--- config.mk ---
export PLATFORM = sky130hd
export DESIGN_NAME = spi_cfg_slave
export DESIGN_NICKNAME = d
export VERILOG_FILES = /design/src/rtl/spi_cfg_pkg.sv /design/src/rtl/spi_cfg_sync.sv /design/src/rtl/spi_cfg_frame.sv /design/src/rtl/spi_cfg_regbank.sv /design/src/rtl/spi_cfg_slave.sv
export SDC_FILE = /design/constraint.sdc
export NUM_CORES = 1
export LEC_CHECK = 0
export CAP_MARGIN = 0
export CELL_PAD_IN_SITES_DETAIL_PLACEMENT = 0
export CELL_PAD_IN_SITES_GLOBAL_PLACEMENT = 1
export CORE_MARGIN = 5
export CORE_UTILIZATION = 42
export CTS_BUF_LIST = sky130_fd_sc_hd__clkbuf_2 sky130_fd_sc_hd__clkbuf_4 sky130_fd_sc_hd__clkbuf_8
export DETAILED_ROUTE_END_ITERATION = 16
export PLACE_DENSITY_LB_ADDON = 0.1
export SKIP_LAST_GASP = 1
export SYNTH_ARGS = -nofsm -noshare
export SYNTH_HDL_FRONTEND = slang
export SYNTH_SLANG_ARGS = --single-unit
--- constraint.sdc ---
create_clock -name clk -period 2.9 [get_ports clk]
set_input_delay 0.58 -clock clk [delete_from_list [all_inputs] [get_ports clk]]
set_output_delay 0.58 -clock clk [all_outputs]
set_load 0.01 [all_outputs]
--- src/rtl/spi_cfg_pkg.sv ---
package spi_cfg_pkg;
  localparam int REG_COUNT = 32;
  localparam int DATA_W    = 8;
  localparam int ADDR_W    = $clog2(REG_COUNT);
  localparam int FRAME_W   = 2 * DATA_W;
  localparam int CNT_W     = $clog2(FRAME_W);

  typedef struct packed {
    logic              ok;
    logic              rd;
    logic [ADDR_W-1:0] idx;
  } hdr_t;
endpackage

--- src/rtl/spi_cfg_sync.sv ---
module spi_cfg_sync #(
  parameter int STAGES = 2
) (
  input  logic clk,
  input  logic rst,
  input  logic sck,
  input  logic mosi,
  input  logic sel_n,
  output logic sck_rise,
  output logic sck_fall,
  output logic mosi_s,
  output logic sel_act
);
  logic [STAGES:0] sck_q;
  logic [STAGES-1:0] mosi_q;
  logic [STAGES-1:0] sel_q;

  always_ff @(posedge clk) begin
    if (rst) begin
      sck_q  <= '0;
      mosi_q <= '0;
      sel_q  <= '1;
    end else begin
      sck_q  <= {sck_q[STAGES-1:0], sck};
      mosi_q <= {mosi_q[STAGES-2:0], mosi};
      sel_q  <= {sel_q[STAGES-2:0], sel_n};
    end
  end

  assign sck_rise = sck_q[STAGES-1] & ~sck_q[STAGES];
  assign sck_fall = ~sck_q[STAGES-1] & sck_q[STAGES];
  assign mosi_s   = mosi_q[STAGES-1];
  assign sel_act  = ~sel_q[STAGES-1];
endmodule

--- src/rtl/spi_cfg_frame.sv ---
module spi_cfg_frame
  import spi_cfg_pkg::*;
(
  input  logic              clk,
  input  logic              rst,
  input  logic              sel_act,
  input  logic              sck_rise,
  input  logic              sck_fall,
  input  logic              mosi_s,
  output logic [CNT_W-1:0]  bit_cnt,
  output hdr_t              hdr,
  output logic              wr_en,
  output logic [ADDR_W-1:0] wr_addr,
  output logic [DATA_W-1:0] wr_data,
  output logic              out_load,
  output logic              out_shift
);
  localparam logic [CNT_W-1:0] HDR_LAST = CNT_W'(DATA_W - 1);
  localparam logic [CNT_W-1:0] PAY_LAST = CNT_W'(FRAME_W - 1);
  localparam logic [CNT_W-1:0] PAY_FIRST = CNT_W'(DATA_W);

  logic [DATA_W-1:0] in_sh;
  logic [DATA_W-1:0] byte_now;

  assign byte_now = {in_sh[DATA_W-2:0], mosi_s};

  always_ff @(posedge clk) begin
    if (rst) begin
      bit_cnt <= '0;
      in_sh   <= '0;
      hdr     <= '0;
      wr_en   <= 1'b0;
      wr_addr <= '0;
      wr_data <= '0;
    end else begin
      wr_en <= 1'b0;
      if (!sel_act) begin
        bit_cnt <= '0;
        hdr.ok  <= 1'b0;
      end else if (sck_rise) begin
        in_sh   <= byte_now;
        bit_cnt <= (bit_cnt == PAY_LAST) ? '0 : bit_cnt + 1'b1;
        if (bit_cnt == HDR_LAST) begin
          hdr.ok  <= ~byte_now[DATA_W-1] & byte_now[0];
          hdr.rd  <= byte_now[DATA_W-2];
          hdr.idx <= byte_now[ADDR_W:1];
        end
        if (bit_cnt == PAY_LAST) begin
          wr_en   <= hdr.ok & ~hdr.rd;
          wr_addr <= hdr.idx;
          wr_data <= byte_now;
          hdr.ok  <= 1'b0;
        end
      end
    end
  end

  assign out_load  = sel_act & sck_fall & (bit_cnt == PAY_FIRST);
  assign out_shift = sel_act & sck_fall & (bit_cnt > PAY_FIRST);
endmodule

--- src/rtl/spi_cfg_regbank.sv ---
module spi_cfg_regbank
  import spi_cfg_pkg::*;
(
  input  logic                        clk,
  input  logic                        rst,
  input  logic                        wr_en,
  input  logic [ADDR_W-1:0]           wr_addr,
  input  logic [DATA_W-1:0]           wr_data,
  input  logic [ADDR_W-1:0]           rd_addr,
  output logic [DATA_W-1:0]           rd_data,
  output logic [REG_COUNT*DATA_W-1:0] flat
);
  logic [DATA_W-1:0] mem [REG_COUNT];

  always_ff @(posedge clk) begin
    if (rst) begin
      for (int i = 0; i < REG_COUNT; i++) mem[i] <= '0;
    end else if (wr_en) begin
      mem[wr_addr] <= wr_data;
    end
  end

  assign rd_data = mem[rd_addr];

  for (genvar g = 0; g < REG_COUNT; g++) begin : g_flat
    assign flat[g*DATA_W +: DATA_W] = mem[g];
  end
endmodule

--- src/rtl/spi_cfg_slave.sv ---
module spi_cfg_slave
  import spi_cfg_pkg::*;
#(
  parameter int SYNC_STAGES = 2
) (
  input  logic                        clk,
  input  logic                        rst,
  input  logic                        sck,
  input  logic                        mosi,
  input  logic                        cfg_sel_n,
  input  logic                        dat_sel_n,
  output logic                        miso,
  output logic                        miso_oe,
  output logic                        dat_grant,
  output logic [REG_COUNT*DATA_W-1:0] cfg_regs
);
  logic              sck_rise, sck_fall, mosi_s, sel_act;
  logic [CNT_W-1:0]  bit_cnt;
  hdr_t              hdr;
  logic              wr_en, out_load, out_shift;
  logic [ADDR_W-1:0] wr_addr;
  logic [DATA_W-1:0] wr_data, rd_data, out_sh;

  spi_cfg_sync #(.STAGES(SYNC_STAGES)) u_sync (
    .clk(clk), .rst(rst), .sck(sck), .mosi(mosi), .sel_n(cfg_sel_n),
    .sck_rise(sck_rise), .sck_fall(sck_fall), .mosi_s(mosi_s), .sel_act(sel_act)
  );

  spi_cfg_frame u_frame (
    .clk(clk), .rst(rst), .sel_act(sel_act), .sck_rise(sck_rise),
    .sck_fall(sck_fall), .mosi_s(mosi_s), .bit_cnt(bit_cnt), .hdr(hdr),
    .wr_en(wr_en), .wr_addr(wr_addr), .wr_data(wr_data),
    .out_load(out_load), .out_shift(out_shift)
  );

  spi_cfg_regbank u_bank (
    .clk(clk), .rst(rst), .wr_en(wr_en), .wr_addr(wr_addr), .wr_data(wr_data),
    .rd_addr(hdr.idx), .rd_data(rd_data), .flat(cfg_regs)
  );

  always_ff @(posedge clk) begin
    if (rst) begin
      out_sh    <= '0;
      miso_oe   <= 1'b0;
      dat_grant <= 1'b0;
    end else begin
      miso_oe   <= sel_act;
      dat_grant <= ~sel_act & ~dat_sel_n;
      if (out_load)       out_sh <= rd_data;
      else if (out_shift) out_sh <= {out_sh[DATA_W-2:0], 1'b0};
    end
  end

  assign miso = out_sh[DATA_W-1];
endmodule

==> metrics.cfg <==
[floorplanning]
start_util_pct=42.82
io_pins=265
core_area_um2=32700
fp.dieH_um=192.6
dieArea_um2=37090
die_w_um=192.6
rows=66

[sta]
min_period_ps=2641
whs_ps=405.4
timing.final.crit_share_pct=91.06
rsz0062_at_grt=no
setup_viol=0
relSlewSlack_pct=28.95
skew_ps=25.82
timing.fmax_ghz=0.3787
report.final.slew_viol_count=0
hold_viol_final=0
tightest_slew_ps=1066
tns_ps=0

[clock_tree]
cts.sinks=310
post_cts_buffers=0
cts_resized=0
cts_tree=built
cts_buffers=51
cts_buffer_depth=3
hold_buffers=0
clkSlewWorstSetupHoldPaths_ps=60
clock_latency_ps=580
root_buffer=clkbuf_8
htreeDepth=2

[placed_design]
port_buffers=264
place_congestion=0.8377
dp_hpwl_um=31600

[finish]
syn_to_final_growth_pct=29.63
drive_gt1_share_pct=14.63
mostFrequentLayoutCells=clkdlybuf4s50_1 (263), and2_1 (257), edfxtp_1 (256)
final_nets=1367
nFillCells=2838
diodes=0
layout_commonest_cell=clkdlybuf4s50_1

[detailed_routing]
postRouteAntennaNets=0
route.detailed.drc=0
routed_wl_um=44920
viasPerCell=5.290
wl_per_cell_um=24.47
first_pass_iters=5
drtIter0Drc=828
vias=9712

[critical_path]
critPathArrivalTime_ps=3060
max_stage_delay_ps=910
worst_ep_required_time_ps=3320
crit_family=simple AND/OR/NAND/NOR gates
path_buf_inv=0
startpoint_type=flip-flop
critPathSlowestCell=and2_1
cp_max_fo=22
worstPathCellList=and2_1, a22oi_1, a21oi_1, or4_1, o22ai_1
end_kind=flip-flop
crit_type=reg2reg

[hold_path]
hold_class=reg2reg

[yosys]
synth_area_um2=14000
synth.distinct_cells=51
ys_ff_latch=310
synth_edf_count=256
synthCells=1067
async_flop_share_pct=0
seq_area_frac_synth_pct=62.62
avgSynthCellArea_um2=13.12
synth_fp_nets=1075
ys_warn_count=0
ys.flop_type=edfxtp_1

[run]
cap_violations=0

[global_routing]
grt_usage_pct=23.60
gr-total-overflow=0
grt_pass1_vias=9797
grt_first_pass_wirelength_um=64400
grt_max_degree=46
antenna_found_initial=0

[power_and_ir_drop]
peakVddDrop_mv=0.2865
p_leak_nw=6.399
powerDensity_nw_per_um2=507.1

[outcome]
status=finished, final reports clean

[synth_stat cells, types with 10 or more instances]
library cell  instances  area share, %
a21oi_1              54            1.9
a22oi_1              43            2.3
and2_1              257             11
buf_4                10           0.54
clkbuf_1             47            1.3
dfxtp_1              54            7.7
edfxtp_1            256             55
mux2i_1              95            6.8
mux4_2               18            2.9
nand2_1              47            1.3
nor2_1               48            1.3
nor2b_1              13           0.58
or2_2                36            1.6
[through the flow]
stage,total power [mW],setup slack (ps),area (um^2),util (%),cells
global placement,5.619,349.9,17190,52.56,1748
floorplan,5.272,909.6,14000,-,1067
detailed placement,5.623,318.5,17190,52.56,1748
global route,9.529,112.2,18150,55.51,1836
CTS,9.274,317.4,18150,55.51,1836
finish,9.205,259.3,18150,55.51,1836
[layer usage]
metal / vias up / track usage, % / part of all wire [%]
met5: - / 0 / 0
met4: 0 / 6.994 / 2.6
met3: 68 / 4.649 / 8.1
met2: 439 / 38.38 / 47
met1: 4779 / 32.30 / 42
li1: 4426 / - / -
[flip-flops by register name, indices dropped and copies added, names as in the netlist, named ones only]
name and flops:
u_frame.hdr 7, dat_grant 1, u_frame.wr_addr 5, miso_oe 1, u_frame.bit_cnt 4, u_frame.in_sh 7
u_sync.sel_q 2, u_bank.mem 256, u_frame.wr_en 1, out_sh 8, u_sync.mosi_q 2, u_frame.wr_data 8
u_sync.sck_q 3
[where the power goes]
| part | internal [mW] | switching, mW |
|---|---|---|
| clock | 2.02 | 1.66 |
| combinational | 0.254 | 0.239 |
| sequential | 4.93 | 0.103 |
[path summary, 6_finish.rpt]
path	startpoint	endpoint	slack, ps	cells after the start
max	flip-flop	out_sh[7]$_SDFFE_PP0P_	260	5
min	u_sync.sel_q[0]$_SDFF_PP1_	u_sync.sel_q[1]$_SDFF_PP1_	410	1
max reg2reg	flip-flop	out_sh[7]$_SDFFE_PP0P_	260	5
min reg2reg	u_sync.sel_q[0]$_SDFF_PP1_	u_sync.sel_q[1]$_SDFF_PP1_	410	1
[cell families (layout without fill, tap and decap cells)]
logic type,count (synthesis),after routing,synth area share [%]
AND/OR/NAND/NOR,440,440,18.56
flip-flops,310,310,62.62
AO/OA/AOI/OAI,126,126,5.647
multiplexers,116,116,10.14
buffers and inverters,72,399,2.797
adder cells (fa/ha/maj),2,2,0.1787
XOR/XNOR,1,1,0.06256
[final cells by class]
| type | instances | area [um^2] | share of cell area, % |
|---|---|---|---|
| clock buffer | 75 | 882.1 | 4.859 |
| clock inverter | 13 | 81.33 | 0.4480 |
| inverter | 3 | 11.26 | 0.06203 |
| multi-input combinational | 685 | 4848 | 26.71 |
| sequential | 310 | 8783 | 48.39 |
| tap | 442 | 553.0 | 3.047 |
| timing repair buffer | 308 | 2993 | 16.49 |
Note: power is estimated with default switching activity, not from simulation.
